--- src/rtl/cal_alarm_pkg.sv ---
// Package: shared constants for the calendar alarm unit.
// Assumes byte-addressed registers on even addresses in a 6-bit space.
package cal_alarm_pkg;
    localparam int ADDR_W     = 6;
    localparam int DATA_W     = 8;
    localparam int NUM_FIELDS = 7;
    localparam int F_SEC  = 0;
    localparam int F_MIN  = 1;
    localparam int F_HOUR = 2;
    localparam int F_WDAY = 3;
    localparam int F_DAY  = 4;
    localparam int F_MON  = 5;
    localparam int F_YEAR = 6;

    localparam logic [ADDR_W-1:0] ALM_BASE = 6'h10;
    localparam logic [ADDR_W-1:0] YEN_ADDR = 6'h1E;
    localparam logic [ADDR_W-1:0] STS_ADDR = 6'h20;
    localparam logic [ADDR_W-1:0] CTL_ADDR = 6'h22;

    typedef logic [NUM_FIELDS-1:0][DATA_W-1:0] field_vec_t;

    // Width of the BCD value held by a field.
    function automatic int field_width(input int f);
        case (f)
            F_SEC, F_MIN: return 7;
            F_HOUR, F_DAY: return 6;
            F_WDAY: return 3;
            F_MON: return 5;
            default: return 8;
        endcase
    endfunction

    // Mask covering the value bits of a field.
    function automatic logic [DATA_W-1:0] field_mask(input int f);
        return DATA_W'((16'h1 << field_width(f)) - 16'h1);
    endfunction

    // Byte address of a field's alarm register.
    function automatic logic [ADDR_W-1:0] field_addr(input int f);
        return ALM_BASE + ADDR_W'(f * 2);
    endfunction
endpackage

--- src/rtl/cal_alarm_regs.sv ---
// Alarm value and enable storage.
// Holds the masked BCD value and the enable of each field. The year enable is
// written through its own address. Pulses alm_wr on any alarm-setting write.
module cal_alarm_regs
    import cal_alarm_pkg::*;
(
    input  logic              clk,
    input  logic              rst_n,
    input  logic              wr_en,
    input  logic [ADDR_W-1:0] wr_addr,
    input  logic [DATA_W-1:0] wr_data,
    output field_vec_t        alm_val,
    output logic [NUM_FIELDS-1:0] alm_en,
    output logic              alm_wr
);
    logic [NUM_FIELDS-1:0] hit_addr;

    for (genvar f = 0; f < NUM_FIELDS; f++) begin : g_fld
        assign hit_addr[f] = wr_en && (wr_addr == field_addr(f));

        // Store the value bits of field f, dropping bits beyond its width.
        always_ff @(posedge clk) begin
            if (!rst_n) begin
                alm_val[f] <= '0;
            end else if (hit_addr[f]) begin
                alm_val[f] <= wr_data & field_mask(f);
            end
        end

        if (f == F_YEAR) begin : g_yen
            // Year enable lives in its own register.
            always_ff @(posedge clk) begin
                if (!rst_n) begin
                    alm_en[f] <= 1'b0;
                end else if (wr_en && (wr_addr == YEN_ADDR)) begin
                    alm_en[f] <= wr_data[DATA_W-1];
                end
            end
        end else begin : g_en
            // Enable shares the byte with the value.
            always_ff @(posedge clk) begin
                if (!rst_n) begin
                    alm_en[f] <= 1'b0;
                end else if (hit_addr[f]) begin
                    alm_en[f] <= wr_data[DATA_W-1];
                end
            end
        end
    end

    assign alm_wr = (|hit_addr) || (wr_en && (wr_addr == YEN_ADDR));
endmodule

--- src/rtl/cal_alarm_settle.sv ---
// Settle window after an alarm write.
// Counts periodic ticks after the latest alarm write and reports armed once
// SETTLE_TICKS ticks have been seen. A tick in the same cycle as a write is
// not counted.
module cal_alarm_settle #(
    parameter int SETTLE_TICKS = 2
) (
    input  logic clk,
    input  logic rst_n,
    input  logic alm_wr,
    input  logic per_tick,
    output logic armed
);
    localparam int CW = $clog2(SETTLE_TICKS + 1);
    localparam logic [CW-1:0] LIMIT = CW'(SETTLE_TICKS);

    logic [CW-1:0] tick_cnt;

    // Restart on a write, otherwise count ticks up to the limit.
    always_ff @(posedge clk) begin
        if (!rst_n) begin
            tick_cnt <= LIMIT;
        end else if (alm_wr) begin
            tick_cnt <= '0;
        end else if (per_tick && (tick_cnt != LIMIT)) begin
            tick_cnt <= tick_cnt + CW'(1);
        end
    end

    assign armed = (tick_cnt == LIMIT);
endmodule

--- src/rtl/cal_alarm_match.sv ---
// Masked field comparator.
// A field passes when it is disabled or equal to its counter. A hit needs the
// seconds strobe, an armed unit, at least one enabled field and all fields
// passing.
module cal_alarm_match
    import cal_alarm_pkg::*;
(
    input  field_vec_t            alm_val,
    input  logic [NUM_FIELDS-1:0] alm_en,
    input  field_vec_t            cnt_val,
    input  logic                  armed,
    input  logic                  sec_tick,
    output logic                  hit
);
    logic [NUM_FIELDS-1:0] fld_ok;

    for (genvar f = 0; f < NUM_FIELDS; f++) begin : g_cmp
        assign fld_ok[f] = !alm_en[f] || (alm_val[f] == cnt_val[f]);
    end

    assign hit = sec_tick && armed && (|alm_en) && (&fld_ok);
endmodule

--- src/rtl/cal_alarm_flag.sv ---
// Status flag, interrupt enable and interrupt output.
// The flag is set by a hit and cleared by writing 0 to status bit 0; a hit wins
// over a clear in the same cycle.
module cal_alarm_flag
    import cal_alarm_pkg::*;
(
    input  logic              clk,
    input  logic              rst_n,
    input  logic              hit,
    input  logic              wr_en,
    input  logic [ADDR_W-1:0] wr_addr,
    input  logic              wr_bit0,
    output logic              flag_q,
    output logic              ie_q,
    output logic              irq
);
    logic sts_wr;
    logic ctl_wr;

    assign sts_wr = wr_en && (wr_addr == STS_ADDR);
    assign ctl_wr = wr_en && (wr_addr == CTL_ADDR);

    // Sticky alarm flag: set beats clear.
    always_ff @(posedge clk) begin
        if (!rst_n) begin
            flag_q <= 1'b0;
        end else if (hit) begin
            flag_q <= 1'b1;
        end else if (sts_wr && !wr_bit0) begin
            flag_q <= 1'b0;
        end
    end

    // Interrupt enable bit of the control register.
    always_ff @(posedge clk) begin
        if (!rst_n) begin
            ie_q <= 1'b0;
        end else if (ctl_wr) begin
            ie_q <= wr_bit0;
        end
    end

    assign irq = flag_q && ie_q;
endmodule

--- src/rtl/cal_alarm_unit.sv ---
// Top: alarm unit for a BCD calendar.
// Takes the live counters, a seconds strobe and a 1/64 s tick from the
// calendar core. Provides register write/read access and the alarm interrupt.
module cal_alarm_unit
    import cal_alarm_pkg::*;
#(
    parameter int SETTLE_TICKS = 2
) (
    input  logic              clk,
    input  logic              rst_n,
    input  logic              wr_en,
    input  logic [ADDR_W-1:0] wr_addr,
    input  logic [DATA_W-1:0] wr_data,
    input  logic [ADDR_W-1:0] rd_addr,
    output logic [DATA_W-1:0] rd_data,
    input  logic              sec_tick,
    input  logic              per_tick,
    input  logic [6:0]        cnt_sec,
    input  logic [6:0]        cnt_min,
    input  logic [5:0]        cnt_hour,
    input  logic [2:0]        cnt_wday,
    input  logic [5:0]        cnt_day,
    input  logic [4:0]        cnt_mon,
    input  logic [7:0]        cnt_year,
    output logic              alarm_irq
);
    field_vec_t            alm_val;
    field_vec_t            cnt_val;
    logic [NUM_FIELDS-1:0] alm_en;
    logic                  alm_wr;
    logic                  armed;
    logic                  hit;
    logic                  flag_q;
    logic                  ie_q;

    assign cnt_val[F_SEC]  = {1'b0, cnt_sec};
    assign cnt_val[F_MIN]  = {1'b0, cnt_min};
    assign cnt_val[F_HOUR] = {2'b0, cnt_hour};
    assign cnt_val[F_WDAY] = {5'b0, cnt_wday};
    assign cnt_val[F_DAY]  = {2'b0, cnt_day};
    assign cnt_val[F_MON]  = {3'b0, cnt_mon};
    assign cnt_val[F_YEAR] = cnt_year;

    cal_alarm_regs regs_i (
        .clk(clk), .rst_n(rst_n), .wr_en(wr_en), .wr_addr(wr_addr),
        .wr_data(wr_data), .alm_val(alm_val), .alm_en(alm_en), .alm_wr(alm_wr)
    );

    cal_alarm_settle #(.SETTLE_TICKS(SETTLE_TICKS)) settle_i (
        .clk(clk), .rst_n(rst_n), .alm_wr(alm_wr), .per_tick(per_tick),
        .armed(armed)
    );

    cal_alarm_match match_i (
        .alm_val(alm_val), .alm_en(alm_en), .cnt_val(cnt_val),
        .armed(armed), .sec_tick(sec_tick), .hit(hit)
    );

    cal_alarm_flag flag_i (
        .clk(clk), .rst_n(rst_n), .hit(hit), .wr_en(wr_en),
        .wr_addr(wr_addr), .wr_bit0(wr_data[0]), .flag_q(flag_q),
        .ie_q(ie_q), .irq(alarm_irq)
    );

    // Read multiplexer over all mapped registers.
    always_comb begin
        rd_data = '0;
        for (int f = 0; f < NUM_FIELDS; f++) begin
            if (rd_addr == field_addr(f)) begin
                if (f == F_YEAR) begin
                    rd_data = alm_val[f];
                end else begin
                    rd_data = {alm_en[f], alm_val[f][DATA_W-2:0]};
                end
            end
        end
        if (rd_addr == YEN_ADDR) rd_data = {alm_en[F_YEAR], 7'b0};
        if (rd_addr == STS_ADDR) rd_data = {7'b0, flag_q};
        if (rd_addr == CTL_ADDR) rd_data = {7'b0, ie_q};
    end
endmodule

--- config.mk ---
export PLATFORM = sky130hd
export DESIGN_NAME = cal_alarm_unit
export DESIGN_NICKNAME = d
export VERILOG_FILES = /design/src/rtl/cal_alarm_pkg.sv /design/src/rtl/cal_alarm_regs.sv /design/src/rtl/cal_alarm_settle.sv /design/src/rtl/cal_alarm_match.sv /design/src/rtl/cal_alarm_flag.sv /design/src/rtl/cal_alarm_unit.sv
export SDC_FILE = /design/constraint.sdc
export NUM_CORES = 1
export LEC_CHECK = 0
export ABC_AREA = 1
export BUFFER_PORTS_ARGS = -buffer_cell sky130_fd_sc_hd__buf_4
export CAP_MARGIN = 20
export CORE_ASPECT_RATIO = 1.2
export CORE_MARGIN = 10
export CORE_UTILIZATION = 55
export DETAILED_ROUTE_END_ITERATION = 6
export PLACE_DENSITY = 0.81
export SYNTH_ARGS = -nofsm -noshare
export SYNTH_HDL_FRONTEND = slang
export SYNTH_SLANG_ARGS = --single-unit
--- constraint.sdc ---
create_clock -name clk -period 1.3 [get_ports clk]
set_input_delay 0.065 -clock clk [delete_from_list [all_inputs] [get_ports clk]]
set_output_delay 0.065 -clock clk [all_outputs]
set_load 0.05 [all_outputs]
==> reports/summary.txt, run 1 <==
Routability cong.: 0.922
Max VDD drop: 0.000481 V
Multi-input gate area: 2090 sq um
Initial Utilization: 56.4%
Post-Synthesis Cells: 538
Setup crit start: regs_i.alm_val[33]
Top cells by area, synth: dfxtp_1, nand2_1, inv_1, nor2_1, o21ai_0
Share of the synthesized area in the top cell type: 31.3%
Ys flop type: dfxtp_1
Drt wl/cell: 14.9 um
Gr ovfl total: 0
H-tree depth: 2
Final hold viol count: 0
Share of layout cells above drive strength 1: 33.5%
Commonest non-fill, non-tap cell in the layout: nand2_1
Clock sink total: 53
Port Buffers: 75
Number of distinct library cells after synthesis: 38
Clock Latency Late Sink: 320 ps
Worst Setup Start Kind: flip-flop
Hold wc startpoint: wr_data[6]
Period Utilization, post-route: 110%
Root Buffer: clkbuf_8
Maxcap violations: 0
Skew final: 10.4 ps
DR vias: 3762
I/O pins: 76
Crit path max fanout: 3
Die Ht: 106 um
Row Count: 31
Slowest CP cell: dfxtp_2
Most frequent cells in the layout: nand2_1, buf_4, nor2_1
Global-route wire length before repair: 17400 um
Post-Syn Area: 3390 sq um
Chip Width: 91.7 um
Inserted Diodes: 0
WL final: 10900 um
Final setup fails: 8
Post-synth top area cell: dfxtp_1
Die Area: 9710 sq um
Inst Count DP: 712
Vias in the first global route: 3767
Worst Tran Pin Value: 412 ps
Nets: 712
Fin crit period: 1430 ps
Slew HR: 72.6%
Fmax achieved: 699 MHz
Number of synthesized flops with an enable pin: 0
CP dominant cell by count: buf_6
Router iterations before antenna repair: 4
Fill cells: 472
Setup_tns: -573 ps
Clk slew on worst S/H paths: 90 ps
Fin worst setup slack: -130 ps
Async set-reset flop share out of synthesis: 0%
CTS buffer count: 5
Violated checks: setup timing
Routed Antenna Nets: 0
Hold WC Path Type: input port to flip-flop
Clock Tree Buf Depth: 2
Core footprint: 6010 sq um
Pin count of the biggest net entering global routing: 51
Register Area: 1090 sq um
Synthesized Nets: 606
Finished Layout Cells: 727
Synth Warn #: 0
Sequential area share after synthesis: 31.3%
Crit. End Element: primary output
Critical Path RT: 1240 ps
Avg Inst Size Synth: 6.30 sq um
#FFs+latches synth: 53
Crit-path cells: buf_6, nand2_2, nand4_1, o31ai_2, a21oi_4, buf_6
Initial antenna violation count: 0
Max incr delay on CP: 360 ps
Kind of critical path: flip-flop to primary output
Area delta synth->final: 35.7%
DP HPWL: 8330 um
Leakage power: 2.25 nW
RSZ-0062 raised after global routing: yes
Post-route DRC: 0
Arr. time, crit path: 1370 ps
Drt initial violations: 233
Tot GR Track Use: 21.7%
Worst r2r src: regs_i.alm_val[8]
Status: finished with violations
Max-slew violations: 0
Pwr Density: 701 nW/um^2
CTS tree: done
Total power: 3.22 mW
Number of vias per cell: 5.17
-- kinds of logic after synthesis --
logic type / after synthesis / share of synthesized area [%]
AOI/OAI and AO/OA: 121 / 19.6
xor gates and xnor gates: 15 / 3.88
adders and majority gates: 1 / 0.369
buffers and inverters: 103 / 12.4
DFF: 53 / 31.3
and+or+nand+nor: 245 / 32.4
-- per-layer routing --
layer  global-route usage (%)  routed length, um
met5                        0                  0
met1                     24.2               4320
met4                     7.62                307
met2                     39.8               5580
met3                     4.08                638
-- registers in the layout (all words and copies together) (netlist names) --
register	flops
flag_i.flag_q	1
flag_i.ie_q	1
regs_i.alm_en	7
regs_i.alm_val	42
settle_i.tick_cnt	2
-- through the flow --
step | cell area, sq um | hold WS (ps) | setup slack [ps] | utilization (%)
detailed placement | 4220 | 322 | -96.2 | 70.2
floorplan | 3420 | 200 | -12.4 | -
finish | 4600 | 10.7 | -130 | 76.5
CTS | 4490 | 0.807 | -141 | 74.7
global route | 4600 | 16.3 | -218 | 76.5
global placement | 4220 | 323 | -61.2 | 70.2
-- power breakdown --
part	total, mW	internal [mW]	switching, mW
clock network	0.954	0.383	0.571
registers	1.66	1.64	0.0155
logic	0.614	0.285	0.329
-- worst max-delay path, delay by kind of cell (launching register included) --
kind | cells | cell delay (ps)
and+or+nand+nor | 2 | 160
buffers and inverters | 2 | 270
DFF | 1 | 360
AOI/OAI and AO/OA | 2 | 260
-- worst paths after layout --
kind | to | slack (ps) | depth (start not counted)
worst min-delay path | regs_i.alm_val[6] | 10 | 3
worst min register to register | regs_i.alm_val[54] | 500 | 2
worst max-delay path | rd_data[1] | -130 | 6
worst max register to register | flag_i.flag_q | -80 | 11
-- repair_timing --
item / 4_1_cts / 5_1_grt
hold buffers: 0 / 0
setup endpoints to repair: 8 / 9
pin swaps: 20 / 17
setup buffers: 6 / 4
gates resized for setup: 54 / 31
-- cells in the mapped netlist, types with 4 or more instances --
| cell | count |
|---|---|
| nand3_1 | 11 |
| o21ai_0 | 51 |
| dfxtp_1 | 53 |
| nor2_4 | 5 |
| a21oi_1 | 47 |
| nor2_2 | 5 |
| nand2_1 | 118 |
| nor2_1 | 81 |
| xor2_1 | 8 |
| nor3_1 | 4 |
| buf_6 | 4 |
| inv_1 | 81 |
| xnor2_1 | 7 |
| inv_2 | 12 |
| o221ai_1 | 4 |
| nand2_2 | 5 |
| clkbuf_1 | 5 |
| o21ai_1 | 4 |
-- cell type report --
type | instances | area share, %
inverter | 93 | 7.81
sequential | 53 | 23.7
multi-input combinational | 382 | 45.4
clock buffer | 7 | 1.66
clock inverter | 1 | 0.163
tap | 82 | 2.23
timing repair buffer | 109 | 19.0
No activity file was read; power rests on OpenSTA's default activity.
==> run 2, diff against run 1 <==
Settings changed: CORE_UTILIZATION 55 to 39, PLACE_DENSITY 0.81 to unset.
==> reports/summary.txt, run 2 (synthesis gave the netlist of run 1 again) <==
Status: finished with violations
Violated checks: setup timing
Share of layout cells above drive strength 1: 39.2%
Arr. time, crit path: 1380 ps
Post-route DRC: 0
Worst-case reg-to-reg path depth: 12
Crit-path cells: buf_6, a22oi_2, nand2_1, nand2_1, nand2_1, nand2_2, nand3_2, buf_8
Flop2flop setup slack: -20 ps
Most frequent cells in the layout: buf_4, nand2_1, nor2_1
Kind of critical path: flip-flop to primary output
Initial Utilization: 39.8%
Placed inst area: 4350 sq um
Fill cells: 855
Most flop-heavy register: regs_i.alm_val
Drt wl/cell: 14.3 um
Slowest CP cell: dfxtp_2
WHS Path Cells: 3
Die Ht: 122 um
Hold slack: 10.9 ps
Hold WC Path Type: input port to flip-flop
Final setup fails: 8
Max-slew violations: 0
Hold Path End: regs_i.alm_val[6]
Pwr Density: 672 nW/um^2
Pin count of the biggest net entering global routing: 51
CTS tree: done
Fmax achieved: 693 MHz
Largest regs: regs_i.alm_val x42, regs_i.alm_en x7, settle_i.tick_cnt x2
Critical Path RT: 1240 ps
DR vias: 3703
Clk slew on worst S/H paths: 100 ps
Util after Layout: 57.2%
Drt initial violations: 246
Commonest non-fill, non-tap cell in the layout: buf_4
Hold-fix buffers, CTS: 0
CTS buffer count: 5
Routed Antenna Nets: 0
Register Area: 1100 sq um
Fin worst setup slack: -144 ps
Final hold viol count: 0
Max incr delay on CP: 350 ps
Clock sink total: 53
Slew HR: 70.7%
Clock Latency Late Sink: 310 ps
Worst Tran Pin Value: 439 ps
Routability cong.: 0.877
Clock Tree Buf Depth: 2
RSZ-0062 raised after global routing: yes
H-tree depth: 2
Die Area: 12800 sq um
Leakage power: 2.36 nW
CP dominant cell by count: nand2_1
Inst Count DP: 759
Critical R2R Capture: flag_i.flag_q
Final Cell Area: 4870 sq um
Worst Setup Start Kind: flip-flop
Vias in the first global route: 3753
Tot GR Track Use: 16.6%
Gr ovfl total: 0
Area delta synth->final: 43.8%
Port Buffers: 75
Worst r2r src: regs_i.alm_val[5]
Multi-input gate area: 2130 sq um
Root Buffer: clkbuf_8
Max VDD drop: 0.000375 V
DP HPWL: 8640 um
Top Family by Delay on Critical Path: flip-flops
Skew final: 4.73 ps
Crit path buffers/inverters: 2
Global-route wire length before repair: 17600 um
Total power: 3.27 mW
Crit. End Element: primary output
Crit path max fanout: 3
I/O pins: 76
Router iterations before antenna repair: 4
Finished Layout Cells: 782
Row Count: 37
Initial antenna violation count: 0
Chip Width: 105 um
Fin crit period: 1440 ps
Largest register FFs: 42
Inserted Diodes: 0
Period Utilization, post-route: 111%
WL final: 11200 um
Core footprint: 8520 sq um
Hold wc startpoint: wr_data[6]
Nets: 732
Maxcap violations: 0
Number of vias per cell: 4.74
## run 2: timing repair
item / 4_1_cts / 5_1_grt
gates resized for setup: 61 / 53
cloned: 0 / 0
buffers inserted: 7 / 10
pin swaps: 21 / 47
endpoints found under the setup margin: 9 / 8
## run 2: tightest hold or removal path, delay by kind of cell
kind | cells | cell delay, ps
buf+inv | 1 | 100
simple gates | 2 | 120
## run 2: worst max path at each step
stage / slack [ps] / depth (start not counted) / startpoint / end
after floorplan: -10 / 5 / rd_addr[0] / rd_data[5]
after global placement: -120 / 10 / rd_addr[0] / rd_data[2]
after detailed placement: -150 / 10 / rd_addr[0] / rd_data[2]
after CTS: -180 / 8 / regs_i.alm_val[8] / rd_data[0]
after global routing: -250 / 8 / regs_i.alm_val[8] / rd_data[0]
final: -140 / 8 / regs_i.alm_val[8] / rd_data[0]
## run 2: final cells by class
class / count / share of cell area (%)
well taps: 117 / 3.00
multi-input cells: 382 / 43.8
flip-flops and latches: 53 / 22.6
clock buffers: 6 / 1.49
clock inverters: 2 / 0.282
inverters: 93 / 7.32
repair buffers: 129 / 21.6
## run 2: layer usage
metal	track usage, %	part of all wire [%]
met2	30.8	51
met3	2.64	5.1
met1	19.1	42
met4	4.90	2.0
met5	0	0
## run 2: stage by stage
step,setup TNS (ps),setup slack [ps]
after floorplan,-12.4,-12.4
after global placement,-747,-120
after detailed placement,-1050,-148
after CTS,-870,-176
after global routing,-1330,-250
final,-699,-144
## run 2: where the power goes
group          internal, mW  switching [mW]  total (mW)
Combinational         0.298           0.336       0.634
Sequential             1.64          0.0166        1.66
Clock                 0.387           0.593       0.980
Total                  2.33           0.946        3.27
==> run 3, diff against run 2 <==
Settings changed: CORE_ASPECT_RATIO 1.2 to unset.
Clock period 1.3 ns to 1.2 ns, I/O delays scaled along.
==> reports/summary.txt, run 3 (synthesis gave the netlist of run 1 again) <==
Routability cong.: 0.904
Root Buffer: clkbuf_8
Crit. End Element: primary output
Initial antenna violation count: 0
Leakage power: 2.48 nW
Worst Setup Start Kind: flip-flop
Pwr Density: 740 nW/um^2
WL final: 11200 um
Crit path max fanout: 3
Arr. time, crit path: 1430 ps
Status: finished with violations
Setup crit start: regs_i.alm_val[8]
Nets: 753
Inst Count DP: 773
Pin count of the biggest net entering global routing: 51
CTS tree: done
Clock Tree Buf Depth: 2
Worst r2r src: settle_i.tick_cnt[0]
Largest register FFs: 42
Tot GR Track Use: 17.0%
Max VDD drop: 0.000542 V
Max incr delay on CP: 340 ps
Fin crit period: 1490 ps
Row Count: 33
DR vias: 3826
Port Buffers: 75
Final setup fails: 9
CP dominant cell by count: nand2_1
Crit-path cells: buf_6, a22oi_2, nand2_1, nand2_1, nand2_1, nand2_1, nand3_2, buf_8
Kind of critical path: flip-flop to primary output
Largest regs: regs_i.alm_val x42, regs_i.alm_en x7, settle_i.tick_cnt x2
Flop2flop setup slack: -160 ps
Violated checks: setup timing
CTS buffer count: 5
Post-route DRC: 0
Global-route wire length before repair: 18200 um
Finished Layout Cells: 791
Slew HR: 75.8%
Clock Latency Late Sink: 310 ps
Worst-case reg-to-reg path depth: 9
Max-slew violations: 0
Clock sink total: 53
Area delta synth->final: 48.4%
Drt initial violations: 205
Final hold viol count: 0
Skew final: 12.8 ps
Inserted Diodes: 0
Routed Antenna Nets: 0
Place WS: -230 ps
Crit path buffers/inverters: 2
Gr ovfl total: 0
Number of vias per cell: 4.84
Commonest non-fill, non-tap cell in the layout: buf_4
DP HPWL: 8800 um
Die Ht: 113 um
Hold WC Path Type: input port to flip-flop
Fin worst setup slack: -287 ps
Core footprint: 8340 sq um
Vias in the first global route: 3872
Die Area: 12800 sq um
Most frequent cells in the layout: buf_4, nand2_1, nor2_1
Hold-fix buffers, CTS: 0
Drt wl/cell: 14.2 um
Initial Utilization: 40.6%
Chip Width: 113 um
RSZ-0062 raised after global routing: yes
Clk slew on worst S/H paths: 110 ps
Share of layout cells above drive strength 1: 38.3%
Crit path depth: 8
Critical Path RT: 1140 ps
H-tree depth: 2
Critical R2R Capture: flag_i.flag_q
Router iterations before antenna repair: 5
Total power: 3.72 mW
Period Utilization, post-route: 124%
Worst Tran Pin Value: 361 ps
Maxcap violations: 0
Top Family by Delay on Critical Path: simple AND/OR/NAND/NOR gates
CP Capture Point: rd_data[0]
Fmax achieved: 672 MHz
Slowest CP cell: dfxtp_2
I/O pins: 76
Most flop-heavy register: regs_i.alm_val
-- run 3: changes by cell type in the layout (fill, tap and decap cells not counted), moves of 2 or more --
cell     before  now
inv_2        25   21
a21oi_4       2    7
inv_1        66   71
dfxtp_1      24   32
a21oi_2      10    3
nand2_2      16   13
a21oi_1      36   38
nand2_1     105  108
nor2_4        8    6
buf_4       109  129
dfxtp_2      28   21
-- run 3: how the worst min path moves through the flow --
stage                     from                 end  slack (ps)  cells after the start
finish              wr_data[5]  regs_i.alm_val[21]          40                      3
CTS                 wr_data[6]   regs_i.alm_val[6]          30                      3
detailed placement  wr_data[6]   regs_i.alm_val[6]         350                      3
global placement    wr_data[6]   regs_i.alm_val[6]         340                      3
floorplan           wr_data[1]  regs_i.alm_val[41]         190                      2
global route        wr_data[5]  regs_i.alm_val[21]          50                      3
-- run 3: power breakdown --
group | switching, mW | total, mW | internal [mW] | leakage (nW)
Clock | 0.623 | 1.25 | 0.627 | 0.0585
Combinational | 0.357 | 0.680 | 0.323 | 1.99
Sequential | 0.0142 | 1.79 | 1.78 | 0.438
Total | 0.995 | 3.72 | 2.73 | 2.48
-- run 3: area by class of cell --
| type | count | area (sq um) |
|---|---|---|
| fillers | 825 | 3310 |
| well taps | 105 | 131 |
| clock buffers | 5 | 68.8 |
| repair buffers | 150 | 1220 |
| flip-flops and latches | 53 | 1090 |
| clock inverters | 3 | 43.8 |
| inverters | 93 | 352 |
| multi-input cells | 382 | 2130 |
-- run 3: repair_timing --
action	4_1_cts	5_1_grt
buffers inserted	5	6
gates resized for setup	52	38
endpoints found under the setup margin	9	9
pin swaps	13	32
-- run 3: per-stage QoR --
stage	area (sq um)	setup TNS [ps]	hold slack [ps]	utilization, %
2_1_floorplan	3440	-113	195	-
3_3_place_gp	4560	-1500	342	54.7
3_5_place_dp	4560	-1880	349	54.7
4_1_cts	4860	-1790	31.6	58.2
5_1_grt	5030	-2410	47.6	60.3
6_report	5030	-1770	36.2	60.3
-- run 3: worst reg2reg max path, stage by stage (launching register included) --
cell and delay [ps]:
dfxtp_1 320, inv_1 50, ha_1 160, nand2_1 80, o21bai_1 160, a21oi_1 130
nand2_1 80, nor2_2 120, nand2_1 70, a21oi_1 130
-- run 3: routing by layer --
layer / wire length [um] / vias to the layer above / global-route usage (%)
li1: - / 1988 / -
met1: 4780 / 1726 / 20.3
met2: 5660 / 96 / 29.6
met3: 587 / 16 / 3.59
met4: 196 / 0 / 4.74
met5: 0 / - / 0
